==> src/rtl/rx_uart_pkg.sv <==
package rx_uart_pkg;

  typedef enum logic [2:0] {
    ST_IDLE,
    ST_START,
    ST_DATA,
    ST_PAR,
    ST_STOP,
    ST_WAIT
  } rxState_t;

  // strobes from the sequencer to the datapath
  typedef struct packed {
    logic cntClr;
    logic shiftEn;
    logic parCap;
    logic frameDone;
  } rxStrobe_t;

  // visible status word, bit 0 is the least significant field
  typedef struct packed {
    logic parity;
    logic framing;
    logic brk;
    logic overrun;
    logic avail;
  } rxStatus_t;

endpackage

==> src/rtl/rx_datapath.sv <==
module rx_datapath
  import rx_uart_pkg::*;
#(
  parameter int DATA_W = 8,
  parameter int OSR    = 16
) (
  input  logic              clk,
  input  logic              rstN,
  input  logic              sampleTick,
  input  logic              rxLine,
  input  logic              parityEn,
  input  logic              parityOdd,
  input  rxStrobe_t         strb,
  output logic              lineS,
  output logic              midHit,
  output logic              endHit,
  output logic              lastBit,
  output logic [DATA_W-1:0] frmData,
  output logic              frmFe,
  output logic              frmPe,
  output logic              frmBrk
);

  localparam int CNT_W = (OSR > 1) ? $clog2(OSR) : 1;
  localparam int BIT_W = (DATA_W > 1) ? $clog2(DATA_W) : 1;

  logic              syncA;
  logic [CNT_W-1:0]  tickCnt;
  logic [BIT_W-1:0]  bitCnt;
  logic [DATA_W-1:0] shReg;
  logic              parBit;

  // two-stage synchroniser, idles high
  always_ff @(posedge clk or negedge rstN) begin
    if (!rstN) begin
      syncA <= 1'b1;
      lineS <= 1'b1;
    end else begin
      syncA <= rxLine;
      lineS <= syncA;
    end
  end

  always_ff @(posedge clk or negedge rstN) begin
    if (!rstN) begin
      tickCnt <= '0;
    end else if (sampleTick) begin
      if (strb.cntClr) tickCnt <= '0;
      else             tickCnt <= tickCnt + 1'b1;
    end
  end

  assign midHit  = (tickCnt == CNT_W'(OSR / 2 - 1));
  assign endHit  = (tickCnt == CNT_W'(OSR - 1));
  assign lastBit = (bitCnt == BIT_W'(DATA_W - 1));

  always_ff @(posedge clk or negedge rstN) begin
    if (!rstN) begin
      bitCnt <= '0;
      shReg  <= '0;
      parBit <= 1'b0;
    end else begin
      if (strb.shiftEn) begin
        shReg  <= {lineS, shReg[DATA_W-1:1]};
        bitCnt <= lastBit ? '0 : bitCnt + 1'b1;
      end
      if (strb.parCap) parBit <= lineS;
    end
  end

  // frame results, meaningful while frameDone is strobed
  assign frmData = shReg;
  assign frmFe   = ~lineS;
  assign frmPe   = parityEn & ((^{shReg, parBit}) != parityOdd);
  assign frmBrk  = frmFe & (shReg == '0) & (~parityEn | ~parBit);

endmodule

==> src/rtl/rx_ctrl.sv <==
module rx_ctrl
  import rx_uart_pkg::*;
(
  input  logic      clk,
  input  logic      rstN,
  input  logic      sampleTick,
  input  logic      lineS,
  input  logic      midHit,
  input  logic      endHit,
  input  logic      lastBit,
  input  logic      parityEn,
  output rxStrobe_t strb
);

  rxState_t state, stateNext;

  always_ff @(posedge clk or negedge rstN) begin
    if (!rstN) state <= ST_IDLE;
    else       state <= stateNext;
  end

  always_comb begin
    stateNext = state;
    strb      = '0;
    if (sampleTick) begin
      unique case (state)
        ST_IDLE: begin
          if (!lineS) begin
            strb.cntClr = 1'b1;
            stateNext   = ST_START;
          end
        end
        ST_START: begin
          if (midHit) begin
            strb.cntClr = 1'b1;
            stateNext   = lineS ? ST_IDLE : ST_DATA;
          end
        end
        ST_DATA: begin
          if (endHit) begin
            strb.cntClr  = 1'b1;
            strb.shiftEn = 1'b1;
            if (lastBit) stateNext = parityEn ? ST_PAR : ST_STOP;
          end
        end
        ST_PAR: begin
          if (endHit) begin
            strb.cntClr = 1'b1;
            strb.parCap = 1'b1;
            stateNext   = ST_STOP;
          end
        end
        ST_STOP: begin
          if (endHit) begin
            strb.cntClr    = 1'b1;
            strb.frameDone = 1'b1;
            stateNext      = lineS ? ST_IDLE : ST_WAIT;
          end
        end
        ST_WAIT: begin
          if (lineS) stateNext = ST_IDLE;
        end
        default: stateNext = ST_IDLE;
      endcase
    end
  end

endmodule

==> src/rtl/rx_holding.sv <==
module rx_holding
  import rx_uart_pkg::*;
#(
  parameter int DATA_W = 8
) (
  input  logic              clk,
  input  logic              rstN,
  input  logic              frameDone,
  input  logic [DATA_W-1:0] frmData,
  input  logic              frmFe,
  input  logic              frmPe,
  input  logic              frmBrk,
  input  logic              dataRd,
  input  logic              rdaIrqDis,
  output logic [DATA_W-1:0] heldData,
  output rxStatus_t         sts,
  output logic              ovrPend,
  output logic              irq
);

  logic [DATA_W-1:0] shData;
  logic              shFe, shPe, shBrk;
  logic              availAfterRd;

  assign availAfterRd = dataRd ? ovrPend : sts.avail;

  always_ff @(posedge clk or negedge rstN) begin
    if (!rstN) begin
      heldData <= '0;
      sts      <= '0;
      ovrPend  <= 1'b0;
      shData   <= '0;
      shFe     <= 1'b0;
      shPe     <= 1'b0;
      shBrk    <= 1'b0;
    end else begin
      if (dataRd) begin
        if (ovrPend) begin
          heldData    <= shData;
          sts.avail   <= 1'b1;
          sts.overrun <= 1'b1;
          sts.brk     <= shBrk;
          sts.framing <= shFe;
          sts.parity  <= shPe;
          ovrPend     <= 1'b0;
        end else begin
          sts <= '0;
        end
      end
      if (frameDone) begin
        if (availAfterRd) begin
          ovrPend <= 1'b1;
          shData  <= frmData;
          shFe    <= frmFe;
          shPe    <= frmPe;
          shBrk   <= frmBrk;
        end else begin
          heldData    <= frmData;
          sts.avail   <= 1'b1;
          sts.overrun <= 1'b0;
          sts.brk     <= frmBrk;
          sts.framing <= frmFe;
          sts.parity  <= frmPe;
        end
      end
    end
  end

  assign irq = (sts.avail & ~rdaIrqDis) | sts.overrun | sts.brk | sts.framing | sts.parity;

endmodule

==> src/rtl/rx_deferred_uart.sv <==
module rx_deferred_uart
  import rx_uart_pkg::*;
#(
  parameter int DATA_W = 8,
  parameter int OSR    = 16
) (
  input  logic              clk,
  input  logic              rstN,
  input  logic              sampleTick,
  input  logic              rxLine,
  input  logic              parityEn,
  input  logic              parityOdd,
  input  logic              rdaIrqDis,
  input  logic              dataRd,
  output logic [DATA_W-1:0] rxData,
  output logic [4:0]        rxStatus,
  output logic              irq
);

  rxStrobe_t         strb;
  rxStatus_t         stsW;
  logic              lineS, midHit, endHit, lastBit;
  logic [DATA_W-1:0] frmData;
  logic              frmFe, frmPe, frmBrk;
  logic              frameDoneW;
  logic              ovrPendW;

  rx_datapath #(.DATA_W(DATA_W), .OSR(OSR)) dp_i (
    .clk(clk), .rstN(rstN), .sampleTick(sampleTick), .rxLine(rxLine),
    .parityEn(parityEn), .parityOdd(parityOdd), .strb(strb),
    .lineS(lineS), .midHit(midHit), .endHit(endHit), .lastBit(lastBit),
    .frmData(frmData), .frmFe(frmFe), .frmPe(frmPe), .frmBrk(frmBrk)
  );

  rx_ctrl ctrl_i (
    .clk(clk), .rstN(rstN), .sampleTick(sampleTick), .lineS(lineS),
    .midHit(midHit), .endHit(endHit), .lastBit(lastBit),
    .parityEn(parityEn), .strb(strb)
  );

  assign frameDoneW = strb.frameDone;

  rx_holding #(.DATA_W(DATA_W)) hold_i (
    .clk(clk), .rstN(rstN), .frameDone(frameDoneW), .frmData(frmData),
    .frmFe(frmFe), .frmPe(frmPe), .frmBrk(frmBrk), .dataRd(dataRd),
    .rdaIrqDis(rdaIrqDis), .heldData(rxData), .sts(stsW),
    .ovrPend(ovrPendW), .irq(irq)
  );

  assign rxStatus = stsW;

endmodule

==> config.mk <==
export PLATFORM = sky130hd
export DESIGN_NAME = rx_deferred_uart
export DESIGN_NICKNAME = d
export VERILOG_FILES = /design/src/rtl/rx_uart_pkg.sv /design/src/rtl/rx_datapath.sv /design/src/rtl/rx_ctrl.sv /design/src/rtl/rx_holding.sv /design/src/rtl/rx_deferred_uart.sv
export SDC_FILE = /design/constraint.sdc
export NUM_CORES = 1
export LEC_CHECK = 0
export BUFFER_PORTS_ARGS = -buffer_cell sky130_fd_sc_hd__buf_2
export CAP_MARGIN = 5
export CORE_MARGIN = 8
export CORE_UTILIZATION = 58
export CTS_CLUSTER_SIZE = 16
export DETAILED_ROUTE_END_ITERATION = 6
export GPL_ROUTABILITY_DRIVEN = 0
export GPL_TIMING_DRIVEN = 1
export PLACE_DENSITY = 0.78
export REMOVE_ABC_BUFFERS = 1
export SYNTH_ARGS = -nofsm -noshare
export SYNTH_HDL_FRONTEND = slang
export SYNTH_HIERARCHICAL = 1
export SYNTH_SLANG_ARGS = --single-unit
==> constraint.sdc <==
create_clock -name clk -period 2.6 [get_ports clk]
set_clock_uncertainty 0.05 [all_clocks]
set_input_delay 0.39 -clock clk [delete_from_list [all_inputs] [get_ports clk]]
set_output_delay 0.39 -clock clk [all_outputs]
set_load 0.005 [all_outputs]
# After elaboration in Yosys (flattened, before gate mapping)
# Cells that the tools add are included.
# word_totals
word_cells	89
output_inout_bits	14
ff_bits	46
in_bits	8
# classes
reduce_logical	6
n_mux	34
add_sub_neg	2
eq_ne	16
bitwise	13
# op_table
cell	n
8-bit 2-to-1 mux	4
3-bit 2-to-1 mux	10
5-bit 2-to-1 mux	4
3-bit case mux with 6 select lines	1
1-bit 2-to-1 mux	10
3-bit == test, second input constant	3
9-bit parity	1
8-bit logical NOT	1
4-bit 2-to-1 mux	2
2-bit by 1-bit != test with 1-bit output, second input constant	4
8-bit AND reduction	1
3-bit by 2-bit == test with 1-bit output, second input constant	2
2-bit != test, second input constant	3
1-bit bitwise OR	5
4-bit by 1-bit adder with 4-bit output, second input constant	1
1-bit bitwise AND	4
4-bit by 3-bit == test with 1-bit output, second input constant	1
4-bit == test, second input constant	1
2-bit 2-to-1 mux	2
1-bit inverter	4
1-bit case mux with 4 select lines	1
3-bit by 1-bit adder with 3-bit output, second input constant	1
3-bit by 1-bit == test with 1-bit output, second input constant	1
3-bit logical NOT	1
3 further kinds	3

# Logic depth before layout (Yosys ltp)
# Gate-level depths: netlist of run 1.
# logic_depth
word_depth	6
mapped_depth	8
ltp_nobuf	8

# Modules after synthesis
# Netlist of run 1, hierarchy kept.
# by_module_without_submodules
module	cells_per_inst	n_inst	seq_area_each_um2	area_per_inst_um2
rx_holding	90	1	625.6	1139.8
rx_datapath	65	1	452.9	844.6
rx_ctrl	34	1	75.1	285.3

# Worst setup path after synthesis of run 1
# No wires, ideal clock.
# synth_timing
path_type	register -> register
startpoint	register dp_i.tickCnt[0]
endpoint	register dp_i.bitCnt[1]
arrival_time_ns	1.721
stages_incl_launch_ff	7
n_path_buf	1
required_time_ns	2.425
setup_ns	0.125
synth_period_minus_slack_ns	1.895
slack_ns	0.705
path_cell_list	dfrtp_1 > ha_1 > and3_1 > nand2_1 > nor3_1 > clkbuf_1 > mux2_2
# synth_rtl
element	line_no	rtl
start: declaration	rx_datapath.sv:28	logic [CNT_W-1:0] tickCnt;
start signal: assignment	rx_datapath.sv:49	else tickCnt <= tickCnt + 1'b1;
end signal: assignment	rx_datapath.sv:65	bitCnt <= lastBit ? '0 : bitCnt + 1'b1;
end: declaration	rx_datapath.sv:29	logic [BIT_W-1:0] bitCnt;

==> flow_summary_export.csv, run 1 <==
group,metric,value,unit
floorplan,core,3720,um^2
route,vias_per_cell,5.82,
worst_setup_path,endpoint_kind,"register",
floorplan,die-area,6170,um^2
route,wirelength,4.21,mm
yosys,synthTopCellsByArea,"dfrtp_1 49%, mux2_2 7.4%, mux2_4 7.3%",
timing,maxSlewHeadroom,0.352,
cts,postCtsSetupRepairBufs,0,
yosys,ys_warn_count,6,
finish,diodes,0,
grt,grt_use_total,0.143,
route,dr.pass1.iters,4,
placement,preCtsSetupSlack,577,ps
finish,fin_area,2510,um^2
timing,min_period_over_period,0.784,
floorplan,die_h,78.6,um
cts,worstSkewPairLatency,290,ps
timing,timing.hold.ws,147,ps
placement,detailed_place.area,2400,um^2
grt,grt_overflow,0,
min_path,hp-class,"in2reg",
cts,numCtsBuffers,5,
run,maxCapViolCount,0,
timing,tightestPinTransition,972,ps
cts,clockBufferDepth,2,
worst_setup_path,critical_path.cell_chain,"ha_1 -> and3_1 -> nand2_1 -> nor2_1 -> and2_1 -> o21ai_0",
yosys,synth_ff_type,"dfrtp_1",
finish,area_growth,10.4,%
worst_setup_path,path_buf_inv,0,
cts,root_buffer,"clkbuf_8",
worst_setup_path,arrival,2140,ps
placement,io_buffers,21,
finish,fillerInstances,280,
timing,rsz0062_at_grt,"no",
cts,tritoncts,"yes",
route,post_drt_wl_per_cell,16.2,um
cts,path_clk_slew,80,ps
cts,ctsHtreeMaxLevel,2,
worst_setup_path,startpoint_type,"register",
timing,finalHoldViolCount,0,
worst_setup_path,worst_path_max_delay_cell,"and2_1",
pwr,peakVddDrop,0.550,mV
timing,clock.fmax,491,MHz
worst_setup_path,crit_family,"simple AND/OR/NAND/NOR gates",
timing,setup_viol,0,
route,drc,0,
yosys,synthArstFlopShare,1.00,
route,antenna_left,0,
pwr,leakagePower,1.32,nW
yosys,syn_inst,189,
grt,first_global_vias,1554,
yosys,synthesis.area,2270,um^2
worst_setup_path,max_stage_delay,430,ps
yosys,yosys.area.top_type,"dfrtp_1",
worst_setup_path,crit_type,"reg2reg",
route,vias,1514,
timing,drv_slew,0,
pwr,power_density,705,nW/um^2
route,drtIter0Drc,135,
finish,multi_input_area,1040,um^2
floorplan,top_level_ports,22,
timing,fin_ws,562,ps
yosys,yosysTopAreaCellShare,0.485,
yosys,avgSynthCellArea,12.0,um^2
timing,period_needed,2040,ps
worst_setup_path,cp.required,2710,ps
yosys,ys_ff_latch,46,
grt,grt_pass1_wl,7.18,mm
cts,postCtsResizedCells,0,
yosys,synth.yosys.seq_area_share,0.508,
floorplan,start_util,0.611,
placement,dp_hpwl,3.12,mm
pwr,total_power,1.77,mW
yosys,synth-edff-count,0,
finish,final_layout_size_suffix_gt1_frac,0.288,
floorplan,die_w,78.6,um
grt,grt_max_degree,47,
floorplan,rows,22,
cts,ctsHoldBuffers,0,
worst_setup_path,path_max_fanout,12,
finish,layout.nets,222,
outcome,status,"finished, final reports clean",
cts,cts_sinks,46,
timing,finalSetupTns,0,ps
finish,seqCellArea,1150,um^2
yosys,yosysUniqueCellTypes,38,
grt,antenna_found_initial,0,
[flip-flops by register name, indices dropped and copies added, names as in the netlist]
register,count
hold_i/shBrk,1
dp_i/frmData,8
hold_i/shData,8
dp_i/syncA,1
hold_i/shPe,1
dp_i/tickCnt,4
hold_i/ovrPend,1
dp_i/parBit,1
hold_i/sts,5
dp_i/lineS,1
hold_i/heldData,8
hold_i/shFe,1
ctrl_i/state,3
dp_i/bitCnt,3
[worst paths after layout]
check	cells past startpoint	end	slack (ps)	from
max	6	hold_i/sts[3]	560	dp_i/tickCnt[0]
min	1	dp_i/syncA	150	rxLine
max reg2reg	6	hold_i/sts[3]	560	dp_i/tickCnt[0]
min reg2reg	0	dp_i/lineS	310	dp_i/syncA
max in group asynchronous	1	dp_i/frmData[3]	1700	rstN
min in group asynchronous	1	hold_i/sts[1]	200	rstN
[kinds of logic (layout without fill, tap and decap cells)]
family,count (synthesis),count (layout),share of synthesized area
AND/OR/NAND/NOR,47,47,0.114
AO/OA/AOI/OAI,33,33,0.0926
flip-flops,46,46,0.508
buffers and inverters,16,39,0.0353
XOR/XNOR,8,8,0.0369
multiplexers,36,36,0.197
adder cells (fa/ha/maj),3,3,0.0165
[worst register-to-register path: stages, from the launching register on]
cell,delay (ps)
dfrtp_1,390
ha_1,230
and3_1,220
nand2_1,90
nor2_1,320
and2_1,430
o21ai_0,170
[metal layers]
layer,GRT usage,vias up,share of wire
met4,0.0389,0,0.010
met3,0.0444,7,0.051
met5,0,-,0
met2,0.261,37,0.52
met1,0.156,753,0.41
li1,-,717,-
[placed cells by master, fill, tap and decap left out, drive strengths merged, types with 4 or more instances in the layout]
cell type and n:
buf 23, clkbuf 7, dfrtp 44, inv 8
mux2 26, mux2i 10, nand2 6, nand2b 4
nand3 13, nor2 7, nor2b 5, o21ai 17
xnor2 5
[power breakdown]
part | leakage [nW] | total [mW] | switching [mW] | internal [mW]
clock network | 0.0524 | 0.502 | 0.215 | 0.287
registers | 0.620 | 0.880 | 0.0929 | 0.787
logic | 0.644 | 0.384 | 0.192 | 0.192
total | 1.32 | 1.77 | 0.500 | 1.27
[per-stage QoR]
| stage | utilization | cells |
|---|---|---|
| 2_1_floorplan | - | 181 |
| 3_3_place_gp | 0.646 | 252 |
| 3_5_place_dp | 0.646 | 252 |
| 4_1_cts | 0.674 | 260 |
| 5_1_grt | 0.674 | 260 |
| 6_report | 0.674 | 260 |
[synthesized netlist by cell type (3+ instances only)]
cell      count
nor2_1        7
inv_1         8
o22ai_1       3
nor4_1        3
mux2i_1       9
nand2_1       6
mux2_2       15
a31oi_1       3
ha_1          3
nand3_1      13
buf_2         4
nand2b_1      3
mux2_4       11
xnor2_1       5
a21oi_1       3
dfrtp_1      44
o21ai_0      16
nor2b_1       5
[cell type report]
| cell class | count | area share |
|---|---|---|
| flip-flops and latches | 46 | 0.460 |
| multi-input cells | 127 | 0.413 |
| repair buffers | 23 | 0.0479 |
| clock buffers | 7 | 0.0305 |
| well taps | 48 | 0.0240 |
| clock inverters | 1 | 0.0120 |
| inverters | 8 | 0.0120 |
Note: power is estimated with default switching activity, not from simulation.
==> inputs of run 2 (changes only) <==
- ABC_AREA: unset -> 1
- CORE_UTILIZATION: 58 -> 53
- PLACE_DENSITY: 0.78 -> 0.75
- clock period: 2.6 -> 1.66 ns (I/O delays scaled with it)
==> run 2 against run 1 <==
Effect of this change: critical endpoint is now dp_i/bitCnt[2]; sequential cell count unchanged; largest power group unchanged; power grew 93%; synthesized cell count rose by 68%.
==> flow_summary_export.csv, run 2 <==
group,metric,value,unit
min_path,hp-class,"in2reg",
pwr,p_int,2.18,mW
yosys,yosysUniqueCellTypes,29,
yosys,avgSynthCellArea,7.69,um^2
cts,cts_sinks,46,
worst_setup_path,startpoint_type,"register",
timing,period_needed,1600,ps
worst_setup_path,max_stage_delay,370,ps
yosys,yosys.area.top_type,"dfrtp_1",
placement,io_buffers,21,
floorplan,rows,24,
grt,first_global_vias,2010,
grt,grt_pass1_wl,8.87,mm
cts,worstSkewPairLatency,300,ps
route,drc,0,
timing,finalHoldViolCount,0,
pwr,power_frac_comb,0.321,
floorplan,top_level_ports,22,
yosys,synth_common_cells,"114 x nand2_1, 44 x dfrtp_1, 35 x nand3_1",
yosys,ys_warn_count,6,
cts,tritoncts,"yes",
finish,mostFrequentLayoutCells,"112 x nand2_1, 44 x dfrtp_1, 35 x nand3_1, 25 x inv_1, 21 x buf_2",
pwr,peakVddDrop,0.656,mV
cts,root_buffer,"clkbuf_8",
yosys,synth_most_common_cell,"nand2_1",
finish,final_common_cell,"nand2_1",
finish,diodes,0,
yosys,ys_ff_latch,46,
worst_setup_path,arrival,1740,ps
placement,post-place-cells,394,
finish,fin_util,0.657,
route,dr.pass1.iters,4,
pwr,pwr-share-seq,0.433,
worst_setup_path,critical_path.cell_chain,"ha_2 -> nand2_4 -> nor2_4 -> nand2_2 -> nor3_2 -> buf_4 -> mux2_2",
yosys,yosysTopAreaCellShare,0.452,
floorplan,core,4380,um^2
timing,clock.fmax,626,MHz
finish,area_growth,18.1,%
floorplan,die-area,7030,um^2
worst_setup_path,crit_type,"reg2reg",
cts,clockBufferDepth,2,
route,vias,2116,
yosys,synthesis.area,2440,um^2
run,maxCapViolCount,0,
yosys,synth-edff-count,0,
timing,setup_viol,0,
pwr,clockPowerShare,0.246,
yosys,synthAdderAreaFrac,0.0154,
route,drtIter0Drc,190,
outcome,status,"finished, final reports clean",
yosys,synth_xor_area_frac,0,
timing,tightestPinTransition,448,ps
grt,grt_overflow,0,
pwr,power.switching,1.24,mW
finish,fillerInstances,379,
yosys,synthSimpleGateAreaFrac,0.378,
route,vias_per_cell,5.19,
yosys,syn_inst,317,
yosys,synth_compound_gate_area_share,0.0385,
worst_setup_path,endpoint_kind,"register",
yosys,synth_top_family_by_area,"simple AND/OR/NAND/NOR gates",
timing,rsz0062_at_grt,"yes",
finish,fin_cells,408,
yosys,synthTopCellsByArea,"dfrtp_1 45%, nand2_1 18%, nand3_1 7.2%",
grt,antenna_found_initial,0,
timing,min_period_over_period,0.963,
finish,final_layout_size_suffix_gt1_frac,0.244,
cts,numCtsBuffers,5,
route,antenna_left,0,
floorplan,start_util,0.556,
worst_setup_path,worst_path_max_delay_cell,"dfrtp_1",
cts,path_clk_slew,90,ps
yosys,synthArstFlopShare,1.00,
timing,drv_slew,0,
route,wirelength,5.31,mm
pwr,leakagePower,1.63,nW
yosys,synth_ff_type,"dfrtp_1",
yosys,synthMuxAreaShare,0.0180,
timing,maxSlewHeadroom,0.701,
grt,grt_max_degree,21,
route,post_drt_wl_per_cell,13.0,um
pwr,swShare,0.362,
worst_setup_path,path_max_fanout,6,
worst_setup_path,cp.required,1800,ps
floorplan,die_h,83.8,um
placement,dp_hpwl,3.82,mm
cts,ctsHtreeMaxLevel,2,
grt,grt_use_total,0.149,
floorplan,die_w,83.8,um
yosys,synth.yosys.seq_area_share,0.473,
pwr,power_density,1190,nW/um^2
finish,layout.nets,366,
-- run 2: final timing paths --
check / start / end / slack [ps] / cells after the start
setup / recovery: dp_i/tickCnt[1] / dp_i/bitCnt[2] / 60 / 7
hold / removal: dataRd / hold_i/ovrPend / 240 / 4
setup reg to reg: dp_i/tickCnt[1] / dp_i/bitCnt[2] / 60 / 7
hold reg to reg: dp_i/syncA / dp_i/lineS / 300 / 0
max in group asynchronous: rstN / dp_i/parBit / 630 / 3
min in group asynchronous: rstN / hold_i/heldData[3] / 370 / 2
-- run 2: per-layer routing --
layer / part of all wire / track usage
met5: 0 / 0
met4: 0.0098 / 0.0471
met2: 0.47 / 0.246
met3: 0.054 / 0.0459
met1: 0.46 / 0.181
-- run 2: cell type report --
cell class / count / area [um^2] / share of cell area
clock buffer: 5 / 68.8 / 0.0239
clock inverter: 3 / 43.8 / 0.0152
inverter: 29 / 109 / 0.0378
multi-input combinational: 228 / 1130 / 0.393
sequential: 46 / 1150 / 0.401
tap: 52 / 65.1 / 0.0226
timing repair buffer: 45 / 307 / 0.106
-- run 2: power by group through the flow --
stage          combinational (mW)  clock [mW]  sequential [mW]
2_1_floorplan               0.706           0             1.47
3_3_place_gp                0.966           0             1.48
3_5_place_dp                 1.00           0             1.48
4_1_cts                      1.05       0.869             1.47
5_1_grt                      1.25       0.907             1.50
6_report                     1.10       0.840             1.48
-- run 2: worst max-delay path: cells and delay by family, from the launching register on --
family                   cells  cell delay, ps
flip-flops                   1             370
adder cells (fa/ha/maj)      1             210
buffers and inverters        1             180
multiplexers                 1             330
AND/OR/NAND/NOR              4             340
-- run 2: stage by stage --
stage | total power, mW | setup TNS, ps | hold slack, ps | instance area (um^2) | setup WS [ps]
global placement | 2.44 | 0 | 167 | 2680 | 15.6
detailed placement | 2.48 | -5.60 | 172 | 2680 | -2.81
floorplan | 2.18 | -25980 | -96.6 | 2360 | -876
global route | 3.66 | -24.1 | 230 | 2880 | -14.0
CTS | 3.38 | 0 | 211 | 2840 | 14.4
finish | 3.41 | 0 | 238 | 2880 | 61.6
-- run 2: repair_timing --
action | in CTS | in global routing
hold buffers | 2 | 0
setup buffers | 2 | 2
endpoints found under the setup margin | 6 | 35
gates resized for setup | 3 | 8
pin swaps | 1 | 2
endpoints found under the hold margin | 17 | 0
-- run 2: cell families after synthesis --
logic type,count (synthesis)
AND/OR/NAND/NOR,203
flip-flops,46
buffers and inverters,43
AO/OA/AOI/OAI,18
multiplexers,4
adder cells (fa/ha/maj),3
==> inputs of run 3 (changes only) <==
- SYNTH_HIERARCHICAL: 1 -> unset
==> run 3 against run 2 <==
Effect of this change: the flow now finishes with violations (negative setup slack); count of clock-buffer cells in the layout unchanged; sequential share of layout area rose by 2.1 points; critical path depth is 6 higher; routed wire length is 9.2% lower; power decreased by 22%; sequential cell count unchanged; largest cell class unchanged; largest power group unchanged; highest routed layer unchanged.
==> flow_summary_export.csv, run 3 <==
group,metric,value,unit
worst_setup_path,reg2reg_from,"dp_i.tickCnt[1]",
cts,worstSkewPairLatency,300,ps
timing,drv_slew,0,
outcome,violations,"negative setup slack",
finish,final_common_cell,"nand2_1",
yosys,avgSynthCellArea,8.14,um^2
yosys,synthArstFlopShare,1.00,
route,post_drt_wl_per_cell,13.0,um
finish,seqCellArea,1150,um^2
timing,rsz0062_at_grt,"yes",
cts,cts_sinks,46,
yosys,yosysTopAreaCellShare,0.478,
pwr,leakagePower,1.42,nW
floorplan,die-area,6710,um^2
finish,fin_area,2740,um^2
finish,final_layout_size_suffix_gt1_frac,0.239,
grt,grt_max_degree,26,
yosys,ys_ff_latch,46,
worst_setup_path,r2r_cells,13,
timing,tightestPinTransition,559,ps
worst_setup_path,worst_path_max_delay_cell,"dfrtp_1",
cts,clockBufferDepth,2,
yosys,synthesis.area,2300,um^2
yosys,syn_inst,283,
worst_setup_path,path_buf_inv,5,
yosys,synth-edff-count,0,
floorplan,die_w,81.9,um
floorplan,core,4260,um^2
yosys,synthTopCellsByArea,"dfrtp_1 48%, nand2_1 15%, inv_1 5.1%",
worst_setup_path,path_max_fanout,5,
placement,dp_hpwl,3.37,mm
yosys,yosys.area.top_type,"dfrtp_1",
route,vias,1924,
timing,fin_ws,-21.4,ps
finish,multi_input_area,993,um^2
yosys,synth.yosys.seq_area_share,0.501,
finish,area_growth,19.0,%
yosys,yosysUniqueCellTypes,28,
yosys,synth_ff_type,"dfrtp_1",
route,wirelength,4.82,mm
timing,period_needed,1680,ps
min_path,min_path_cells,2,
min_path,holdCritStartpoint,"sampleTick",
floorplan,rows,24,
finish,diodes,0,
worst_setup_path,critical_path.cell_chain,"ha_2 -> nand2_2 -> inv_2 -> nand2_4 -> nor2_4 -> inv_2 -> nor2_4 -> inv_2 -> nor2_4 -> inv_4 -> clkbuf_16 -> nand2_1 -> o21ai_2",
yosys,synth_common_cells,"90 x nand2_1, 44 x dfrtp_1, 31 x inv_1",
yosys,synth_most_common_cell,"nand2_1",
cts,ctsHtreeMaxLevel,2,
route,drc,0,
timing,finalHoldViolCount,0,
placement,io_buffers,21,
worst_setup_path,arrival,1830,ps
outcome,status,"complete, but fails checks",
yosys,ys_warn_count,0,
floorplan,die_h,81.9,um
timing,min_period_over_period,1.01,
grt,first_global_vias,1876,
cts,root_buffer,"clkbuf_8",
timing,clock.fmax,595,MHz
worst_setup_path,crit_family,"simple AND/OR/NAND/NOR gates",
worst_setup_path,max_stage_delay,380,ps
finish,fillerInstances,352,
grt,grt_overflow,0,
finish,layout.nets,328,
finish,mostFrequentLayoutCells,"81 x nand2_1, 44 x dfrtp_1, 31 x inv_1, 24 x nor2_1, 21 x buf_2",
worst_setup_path,endpoint_kind,"register",
pwr,power_density,975,nW/um^2
cts,path_clk_slew,90,ps
min_path,holdPathEnd,"dp_i.tickCnt[2]",
pwr,peakVddDrop,0.767,mV
worst_setup_path,timing.rr.end,"hold_i.shData[4]",
floorplan,start_util,0.540,
timing,setup_viol,4,
worst_setup_path,crit_type,"reg2reg",
timing,maxSlewHeadroom,0.627,
placement,detailed_place.area,2490,um^2
route,drtIter0Drc,127,
route,vias_per_cell,5.20,
worst_setup_path,reg2reg_setup_slack,-20,ps
run,maxCapViolCount,0,
grt,antenna_found_initial,0,
worst_setup_path,cp.required,1810,ps
min_path,hp-class,"in2reg",
route,antenna_left,0,
grt,grt_use_total,0.152,
finish,fin_util,0.642,
cts,tritoncts,"yes",
floorplan,top_level_ports,22,
grt,grt_pass1_wl,8.02,mm
route,dr.pass1.iters,4,
worst_setup_path,startpoint_type,"register",
cts,numCtsBuffers,5,
[run 3: final cells by class]
| cell class | count | share of cell area |
|---|---|---|
| Inverter | 36 | 0.0503 |
| Timing Repair Buffer | 36 | 0.109 |
| Clock inverter | 3 | 0.00777 |
| Tap cell | 52 | 0.0238 |
| Clock buffer | 5 | 0.0251 |
| Multi-Input combinational cell | 192 | 0.363 |
| Sequential cell | 46 | 0.421 |
[run 3: cell families after synthesis]
kind of cell             synth area share
AO/OA/AOI/OAI                       0.128
flip-flops                          0.501
XOR/XNOR                          0.00761
AND/OR/NAND/NOR                     0.252
adder cells (fa/ha/maj)            0.0163
buffers and inverters              0.0951
[run 3: metrics by stage]
stage / instances / hold slack (ps) / setup WS, ps / power (mW) / TNS (ps)
finish: 370 / 194 / -21.4 / 2.67 / -37.3
global route: 370 / 210 / -125 / 2.84 / -1810
CTS: 365 / 190 / 4.84 / 2.65 / 0
detailed placement: 355 / 215 / 21.1 / 1.96 / 0
global placement: 355 / 207 / 99.4 / 1.94 / 0
floorplan: 274 / -96.6 / -201 / 1.77 / -1930
[run 3: report_power, final]
| group | switching, mW | leakage (nW) | internal [mW] |
|---|---|---|---|
| sequential | 0.122 | 0.587 | 1.25 |
| combinational | 0.363 | 0.785 | 0.249 |
| clock | 0.393 | 0.0441 | 0.296 |
| total | 0.879 | 1.42 | 1.79 |
[run 3: worst max-delay path by stage]
stage,from,depth (start not counted),to,slack (ps)
floorplan,dp_i.tickCnt[0],10,dp_i.bitCnt[1],-200
global placement,dp_i.tickCnt[0],12,hold_i.sts[2],100
detailed placement,dp_i.tickCnt[1],13,hold_i.shFe,20
CTS,dp_i.tickCnt[1],13,hold_i.shFe,5
global route,dp_i.tickCnt[1],13,hold_i.shData[4],-130
finish,dp_i.tickCnt[1],13,hold_i.shData[4],-20
[run 3: routing by layer]
metal	wire (um)	global-route usage	share of wire	up-vias
met1	2200	0.182	0.46	913
met5	0	0	0	-
met2	2410	0.261	0.50	32
met4	48	0.0491	0.010	0
li1	-	-	-	975
met3	169	0.0361	0.035	4
[run 3: timing repair]
action / CTS / global route
endpoints found under the setup margin: 0 / 33
hold endpoints to repair: 20 / 0
gates resized for setup: 0 / 21
hold buffers: 2 / 0
setup buffers: 0 / 3
